### config.mk
export PLATFORM = sky130hd
export DESIGN_NAME = serial_tx_turnaround
export DESIGN_NICKNAME = d
export VERILOG_FILES = /design/src/rtl/tx485_pkg.sv /design/src/rtl/tx_fifo_store.sv /design/src/rtl/tx_bit_engine.sv /design/src/rtl/tx_dir_turnaround.sv /design/src/rtl/serial_tx_turnaround.sv
export SDC_FILE = /design/constraint.sdc
export NUM_CORES = 1
export LEC_CHECK = 0
export ABC_AREA = 1
export CORE_MARGIN = 2
export CORE_UTILIZATION = 30
export CTS_CLUSTER_SIZE = 14
export DETAILED_ROUTE_END_ITERATION = 8
export MAX_ROUTING_LAYER = met4
export PLACE_DENSITY = 0.46
export SLEW_MARGIN = 20
export SYNTH_ARGS = -nofsm -noshare
export SYNTH_HDL_FRONTEND = slang
export SYNTH_SLANG_ARGS = --single-unit
export TNS_END_PERCENT = 1
### constraint.sdc
create_clock -name clk -period 3.7 [get_ports clk]
set_input_delay 0.37 -clock clk [delete_from_list [all_inputs] [get_ports clk]]
set_output_delay 0.37 -clock clk [all_outputs]
set_load 0.03 [all_outputs]
### src/rtl/tx485_pkg.sv
package tx485_pkg;

    localparam int unsigned TICK_W = 4;

    typedef enum logic [1:0] {
        DIR_IDLE   = 2'd0,
        DIR_ACTIVE = 2'd1,
        DIR_HOLD   = 2'd2
    } dir_state_e;

    // last tick index inside one bit time
    function automatic logic [TICK_W-1:0] bit_tick_limit(input logic half_rate);
        return half_rate ? TICK_W'(7) : TICK_W'(15);
    endfunction

endpackage

### src/rtl/tx_fifo_store.sv
module tx_fifo_store #(
    parameter int unsigned DEPTH  = 64,
    parameter int unsigned DATA_W = 8,
    localparam int unsigned AW    = (DEPTH > 1) ? $clog2(DEPTH) : 1,
    localparam int unsigned CW    = $clog2(DEPTH + 1)
) (
    input  logic              clk,
    input  logic              rst_n,
    input  logic              push_req,
    input  logic [DATA_W-1:0] push_data,
    input  logic              pop,
    output logic [DATA_W-1:0] head_data,
    output logic [CW-1:0]     count,
    output logic              push_ok,
    output logic              ovf_pulse
);

    localparam logic [CW-1:0] FULL_CNT = CW'(DEPTH);
    localparam logic [AW-1:0] LAST_PTR = AW'(DEPTH - 1);

    typedef struct packed {
        logic [AW-1:0] wptr;
        logic [AW-1:0] rptr;
        logic [CW-1:0] count;
        logic          ovf;
    } ctl_t;

    ctl_t ctl_d, ctl_q;
    logic [DATA_W-1:0] mem_q [DEPTH];

    function automatic logic [AW-1:0] step_ptr(input logic [AW-1:0] p);
        return (p == LAST_PTR) ? '0 : p + AW'(1);
    endfunction

    assign push_ok = push_req && (ctl_q.count != FULL_CNT);

    always_comb begin
        ctl_d     = ctl_q;
        ctl_d.ovf = push_req && !push_ok;
        if (push_ok) begin
            ctl_d.wptr = step_ptr(ctl_q.wptr);
        end
        if (pop) begin
            ctl_d.rptr = step_ptr(ctl_q.rptr);
        end
        case ({push_ok, pop})
            2'b10:   ctl_d.count = ctl_q.count + CW'(1);
            2'b01:   ctl_d.count = ctl_q.count - CW'(1);
            default: ctl_d.count = ctl_q.count;
        endcase
    end

    always_ff @(posedge clk or negedge rst_n) begin
        if (!rst_n) begin
            ctl_q <= '0;
        end else begin
            ctl_q <= ctl_d;
        end
    end

    always_ff @(posedge clk) begin
        if (push_ok) begin
            mem_q[ctl_q.wptr] <= push_data;
        end
    end

    assign head_data = mem_q[ctl_q.rptr];
    assign count     = ctl_q.count;
    assign ovf_pulse = ctl_q.ovf;

endmodule

### src/rtl/tx_bit_engine.sv
module tx_bit_engine
    import tx485_pkg::*;
#(
    parameter int unsigned DATA_W = 8,
    localparam int unsigned FB    = DATA_W + 2,
    localparam int unsigned BW    = $clog2(FB)
) (
    input  logic              clk,
    input  logic              rst_n,
    input  logic              load,
    input  logic [DATA_W-1:0] load_data,
    input  logic              os_tick,
    input  logic              half_rate,
    output logic              busy,
    output logic              txd,
    output logic              frame_done
);

    typedef struct packed {
        logic              busy;
        logic [FB-1:0]     shreg;
        logic [BW-1:0]     bits_left;
        logic [TICK_W-1:0] tick;
    } eng_t;

    eng_t st_d, st_q;
    logic [TICK_W-1:0] lim;
    logic              bit_end;

    assign lim        = bit_tick_limit(half_rate);
    assign bit_end    = st_q.busy && os_tick && (st_q.tick == lim);
    assign frame_done = bit_end && (st_q.bits_left == '0);

    always_comb begin
        st_d = st_q;
        if (!st_q.busy) begin
            if (load) begin
                st_d.busy      = 1'b1;
                st_d.shreg     = {1'b1, load_data, 1'b0};
                st_d.bits_left = BW'(FB - 1);
                st_d.tick      = '0;
            end
        end else if (os_tick) begin
            if (st_q.tick == lim) begin
                st_d.tick = '0;
                if (st_q.bits_left == '0) begin
                    st_d.busy = 1'b0;
                end else begin
                    st_d.shreg     = {1'b1, st_q.shreg[FB-1:1]};
                    st_d.bits_left = st_q.bits_left - BW'(1);
                end
            end else begin
                st_d.tick = st_q.tick + TICK_W'(1);
            end
        end
    end

    always_ff @(posedge clk or negedge rst_n) begin
        if (!rst_n) begin
            st_q       <= '0;
            st_q.shreg <= '1;
        end else begin
            st_q <= st_d;
        end
    end

    assign busy = st_q.busy;
    assign txd  = !st_q.busy || st_q.shreg[0];

endmodule

### src/rtl/tx_dir_turnaround.sv
module tx_dir_turnaround
    import tx485_pkg::*;
#(
    parameter int unsigned DLY_W = 4
) (
    input  logic             clk,
    input  logic             rst_n,
    input  logic             dir_en,
    input  logic [DLY_W-1:0] turn_delay,
    input  logic             os_tick,
    input  logic             half_rate,
    input  logic             busy,
    input  logic             fifo_nonempty,
    input  logic             wr_accept,
    input  logic             frame_done,
    output logic             dir_out
);

    typedef struct packed {
        dir_state_e        state;
        logic [DLY_W-1:0]  hcnt;
        logic [TICK_W-1:0] tick;
    } dir_t;

    dir_t st_d, st_q;
    logic [TICK_W-1:0] lim;
    logic              nothing_left;

    assign lim          = bit_tick_limit(half_rate);
    assign nothing_left = !fifo_nonempty && !wr_accept;

    always_comb begin
        st_d = st_q;
        if (!dir_en) begin
            st_d.state = DIR_IDLE;
            st_d.hcnt  = '0;
            st_d.tick  = '0;
        end else begin
            case (st_q.state)
                DIR_IDLE: begin
                    if (wr_accept || busy || fifo_nonempty) begin
                        st_d.state = DIR_ACTIVE;
                    end
                end
                DIR_ACTIVE: begin
                    if (frame_done && nothing_left) begin
                        st_d.tick = '0;
                        st_d.hcnt = turn_delay;
                        st_d.state = (turn_delay == '0) ? DIR_IDLE : DIR_HOLD;
                    end else if (!busy && nothing_left) begin
                        st_d.state = DIR_IDLE;
                    end
                end
                DIR_HOLD: begin
                    if (wr_accept) begin
                        st_d.state = DIR_ACTIVE;
                    end else if (os_tick) begin
                        if (st_q.tick == lim) begin
                            st_d.tick = '0;
                            st_d.hcnt = st_q.hcnt - DLY_W'(1);
                            if (st_q.hcnt == DLY_W'(1)) begin
                                st_d.state = DIR_IDLE;
                            end
                        end else begin
                            st_d.tick = st_q.tick + TICK_W'(1);
                        end
                    end
                end
                default: st_d.state = DIR_IDLE;
            endcase
        end
    end

    always_ff @(posedge clk or negedge rst_n) begin
        if (!rst_n) begin
            st_q       <= '0;
            st_q.state <= DIR_IDLE;
        end else begin
            st_q <= st_d;
        end
    end

    assign dir_out = (st_q.state != DIR_IDLE);

endmodule

### src/rtl/serial_tx_turnaround.sv
module serial_tx_turnaround #(
    parameter int unsigned DEPTH  = 64,
    parameter int unsigned DATA_W = 8,
    parameter int unsigned DLY_W  = 4,
    localparam int unsigned CW    = $clog2(DEPTH + 1)
) (
    input  logic              clk,
    input  logic              rst_n,
    input  logic              wr_en,
    input  logic [DATA_W-1:0] wr_data,
    input  logic              os_tick,
    input  logic              half_rate,
    input  logic              dir_en,
    input  logic [DLY_W-1:0]  turn_delay,
    input  logic [CW-1:0]     trig_level,
    input  logic              irq_en,
    output logic              txd,
    output logic              dir_out,
    output logic              hold_empty,
    output logic              shift_empty,
    output logic              irq,
    output logic              ovf_pulse
);

    logic [DATA_W-1:0] head_data;
    logic [CW-1:0]     fill;
    logic              push_ok;
    logic              busy;
    logic              frame_done;
    logic              load;
    logic              below_trig;
    logic              all_drained;

    assign load = !busy && (fill != '0);

    tx_fifo_store #(
        .DEPTH  (DEPTH),
        .DATA_W (DATA_W)
    ) fifo_i (
        .clk       (clk),
        .rst_n     (rst_n),
        .push_req  (wr_en),
        .push_data (wr_data),
        .pop       (load),
        .head_data (head_data),
        .count     (fill),
        .push_ok   (push_ok),
        .ovf_pulse (ovf_pulse)
    );

    tx_bit_engine #(
        .DATA_W (DATA_W)
    ) eng_i (
        .clk        (clk),
        .rst_n      (rst_n),
        .load       (load),
        .load_data  (head_data),
        .os_tick    (os_tick),
        .half_rate  (half_rate),
        .busy       (busy),
        .txd        (txd),
        .frame_done (frame_done)
    );

    tx_dir_turnaround #(
        .DLY_W (DLY_W)
    ) dir_i (
        .clk           (clk),
        .rst_n         (rst_n),
        .dir_en        (dir_en),
        .turn_delay    (turn_delay),
        .os_tick       (os_tick),
        .half_rate     (half_rate),
        .busy          (busy),
        .fifo_nonempty (fill != '0),
        .wr_accept     (push_ok),
        .frame_done    (frame_done),
        .dir_out       (dir_out)
    );

    assign hold_empty  = (fill == '0);
    assign shift_empty = !busy;
    assign below_trig  = (fill < trig_level) || hold_empty;
    assign all_drained = hold_empty && shift_empty;
    assign irq         = irq_en && (dir_en ? all_drained : below_trig);

endmodule

==> reports/summary.txt <==
====================================================================================================
Post-CTS setup-driven buffer insertion count                                                       0
Setup repair after global routing missed its margin                                            false
Net Switching                                                                                5.65 mW
Cell type contributing the most total cell area after synthesis                         sky130_fd_sc_hd__edfxtp_1
Tightest Pin Transition                                                                      1.10 ns
Area of the mapped netlist                                                                24900 um^2
Final Hold Viols                                                                                   0
Die height                                                                                    292 um
Placeable core area                                                                       82100 um^2
Worst path arrival time                                                                      3.65 ns
Number of enable flip-flop cells after synthesis                                                 512
Drt first pass iters                                                                               7
Sum Neg Setup Slack                                                                             0 ns
Power per cell area                                                                      624 nW/um^2
Die width                                                                                     292 um
Async S/R FF share, synth                                                                      8.73%
Aggregate routed wire length                                                                67400 um
Fraction of final layout cells with drive strength greater than 1                              7.50%
Max IR drop VDD                                                                             0.825 mV
Insertion delay of the later-clocked pin in the worst-skew pair                              0.63 ns
Count of endpoints failing setup in the final report                                               0
TritonCTS Buffers                                                                                 60
Area enclosed by the die boundary                                                         85300 um^2
CTS tree                                                                                       built
Largest fanout on the critical path                                                               14
Compound-gate portion of the synthesized area                                                  3.47%
Top-area cell type share of the netlist area                                                   61.7%
Final #Nets                                                                                     2540
Peak Freq                                                                                    319 MHz
Initial cell density of the core                                                               30.3%
I/O pin count                                                                                     32
Final Skew                                                                                 0.0282 ns
Cells along the critical path                                                           nor2_1 > nand3_1 > nor4_1 > nor2_2 > buf_4 > inv_1 > ha_1 > xnor2_1 > inv_1 > ha_1 > nor2_1 > nor2_1 > o21bai_1 > nor2_1 > o21bai_1 > nand2_1 > nand2_1 > nand2_1
Kind of critical path                                                                     reg -> reg
Required time of the critical path                                                           4.22 ns
Proportion of power drawn by the clock network                                                 35.0%
Most frequent cells after synthesis                                                     727 x sky130_fd_sc_hd__nand2_1, 512 x sky130_fd_sc_hd__edfxtp_1, 293 x sky130_fd_sc_hd__inv_1
Max Cap Viol                                                                                       0
DRC violations left                                                                                0
Detailed-placement wirelength estimate                                                      40500 um
Vias per cell                                                                                   4.63
Synth Area in Simple Gates                                                                     21.3%
Max clock buf depth                                                                                3
Post-synthesis adder-cell area fraction                                                       0.804%
Number of antenna violations at the first check in global routing                                  1
Global-route wire length before repair                                                     103000 um
Total design power                                                                           17.7 mW
H-tree level count                                                                                 2
Final period util                                                                              84.7%
Proportion of synthesized area in mux cells                                                       0%
Sequential-to-total area share from yosys stat                                                 66.7%
Min Tclk post-route                                                                          3.14 ns
Cell mode on critical path                                                              sky130_fd_sc_hd__nor2_1
Min Hold Slack                                                                              0.281 ns
Lkg Pwr                                                                                      11.3 nW
Average cell area after synthesis                                                          10.1 um^2
Cell-internal power                                                                          12.1 mW
Global router's overall resource usage                                                         16.3%
Final estimated routing congestion in global placement                                         0.827
Number of buffer cells added on primary ports                                                     31
Primary FF master, synth                                                                sky130_fd_sc_hd__edfxtp_1
Critical path endpoint category                                                                 flop
Site row count                                                                                   105
Worst min-delay path class                                                                 in -> reg
Switching power share of the total                                                             31.9%
Sequential fraction of design power                                                            42.2%
Post-Synth XOR/XNOR Area                                                                      0.598%
Number of standard cells after synthesis                                                        2460
Top area cells in the synthesized netlist                                               sky130_fd_sc_hd__edfxtp_1 62%, sky130_fd_sc_hd__nand2_1 11%, sky130_fd_sc_hd__nand3_1 5.3%
Dominant combinational cell family by area after synthesis                              simple AND/OR/NAND/NOR gates
Launching element type of the critical path                                                     flop
Per-cell routed wire length                                                                  18.6 um
Remaining global-route overflow                                                                    0
Number of global-route vias before repair                                                      16.6k
First-iteration detailed-routing DRC count                                                      1308
Area overhead of the layout relative to synthesis                                              14.0%
Clock-pin slew reported for the worst setup and hold paths after clock tree synthesis        0.06 ns
Buffer type at the clock tree root                                                      sky130_fd_sc_hd__clkbuf_16
Syn nets                                                                                        2502
Slowest stage delay, CP                                                                      0.45 ns
Headroom to the max-slew limit                                                                 26.6%
Final core area utilization                                                                    34.6%
Post-synthesis sequential element count                                                          561
CP max stage cell                                                                       sky130_fd_sc_hd__dfrtp_1
Max-slew violation count                                                                           0
Number of vias in the routed layout                                                            16.8k
Result of the run                                                                       finished, final reports clean
Share of total power in combinational logic                                                    22.8%
Total number of yosys warnings                                                                     0
Residual antenna-violating net count after detailed routing                                        0
Clock sinks                                                                                      561
Maximum number of pins on one net before global-route repair                                     160
Number of distinct standard cells referenced by the synthesized netlist                           43
Most frequently used cell type in the post-synthesis netlist                            sky130_fd_sc_hd__nand2_1
ANT cells                                                                                          0
====================================================================================================
cell families (layout without fill, tap and decap cells):
family                     Yosys count  count (layout)
and+or+nand+nor                   1294            1294
AOI/OAI and AO/OA                  161             161
buffers and inverters              411             499
xor gates and xnor gates            17              17
DFF                                561             561
adders and majority gates           16              16
power by group through the flow:
stage	clock [mW]	sequential, mW	combinational (mW)
after floorplan	0	7.53	2.80
after global placement	0	7.59	4.07
after detailed placement	0	7.60	4.07
after CTS	6.34	7.46	4.08
after global routing	6.56	7.50	4.55
final	6.20	7.47	4.05
worst paths after layout:
check / start / to / slack, ns / cells after the start
setup / recovery: fifo_i.count[0] / fifo_i.count[6] / 0.56 / 18
hold / removal: wr_data[6] / fifo_i.mem_q[13][6] / 0.28 / 2
setup reg to reg: fifo_i.count[0] / fifo_i.count[6] / 0.56 / 18
hold reg to reg: eng_i.st_q[5] / eng_i.st_q[5] / 0.49 / 2
max in group asynchronous: rst_n / eng_i.st_q[11] / 2.48 / 3
min in group asynchronous: rst_n / fifo_i.ovf_pulse / 0.37 / 2
worst max-delay path, delay by kind of cell (launching register included):
family          cells  cell delay (ns)
simple gates       10             1.20
buf+inv             3             0.35
fa+ha+maj           2             0.57
xor+xnor            1             0.19
flops               1             0.45
compound gates      2             0.29
through the flow:
| stage | worst slack (ns) | cell area [um^2] | cells |
|---|---|---|---|
| floorplan | 0.862 | 24900 | 2460 |
| global placement | 0.493 | 26400 | 3505 |
| detailed placement | 0.609 | 26400 | 3505 |
| CTS | 0.592 | 28400 | 3618 |
| global route | 0.196 | 28400 | 3618 |
| finish | 0.565 | 28400 | 3618 |
what timing repair did:
action	4_1_cts	5_1_grt
hold buffers	1	0
gates resized for setup	0	0
hold endpoints to repair	28	0
layout by cell type (no fill, tap or decap), types with 13 or more instances in the layout:
cell	n
sky130_fd_sc_hd__a21oi_1	38
sky130_fd_sc_hd__ha_1	16
sky130_fd_sc_hd__buf_4	45
sky130_fd_sc_hd__nand2_1	727
sky130_fd_sc_hd__clkbuf_16	62
sky130_fd_sc_hd__o21ai_0	64
sky130_fd_sc_hd__clkinv_2	13
sky130_fd_sc_hd__nand3_1	264
sky130_fd_sc_hd__edfxtp_1	512
sky130_fd_sc_hd__clkdlybuf4s50_1	22
sky130_fd_sc_hd__inv_1	293
sky130_fd_sc_hd__clkinv_1	20
sky130_fd_sc_hd__nor2_1	259
sky130_fd_sc_hd__dfrtp_1	37
sky130_fd_sc_hd__o21ai_1	39
flip-flops by register name (all words and copies together), names as in the netlist:
register and count:
eng_i.busy 1, eng_i.st_q 18, fifo_i.ovf_pulse 1, dir_i.st_q 10, fifo_i.count 7, fifo_i.mem_q 512, fifo_i.ctl_q 12
layer usage:
metal | wire, um | track usage [%]
met1 | 31600 | 22.1
met2 | 30800 | 25.4
met3 | 3170 | 2.43
met4 | 1850 | 4.75
met5 | 0 | -
layout make-up:
type	instances	area [um^2]
tap	1070	1340
clock inverter	40	427
sequential	561	16600
inverter	304	1150
multi-input combinational	1488	6520
fill	8194	53700
clock buffer	72	1590
timing repair buffer	83	748
(Power assumes the default switching activity.)
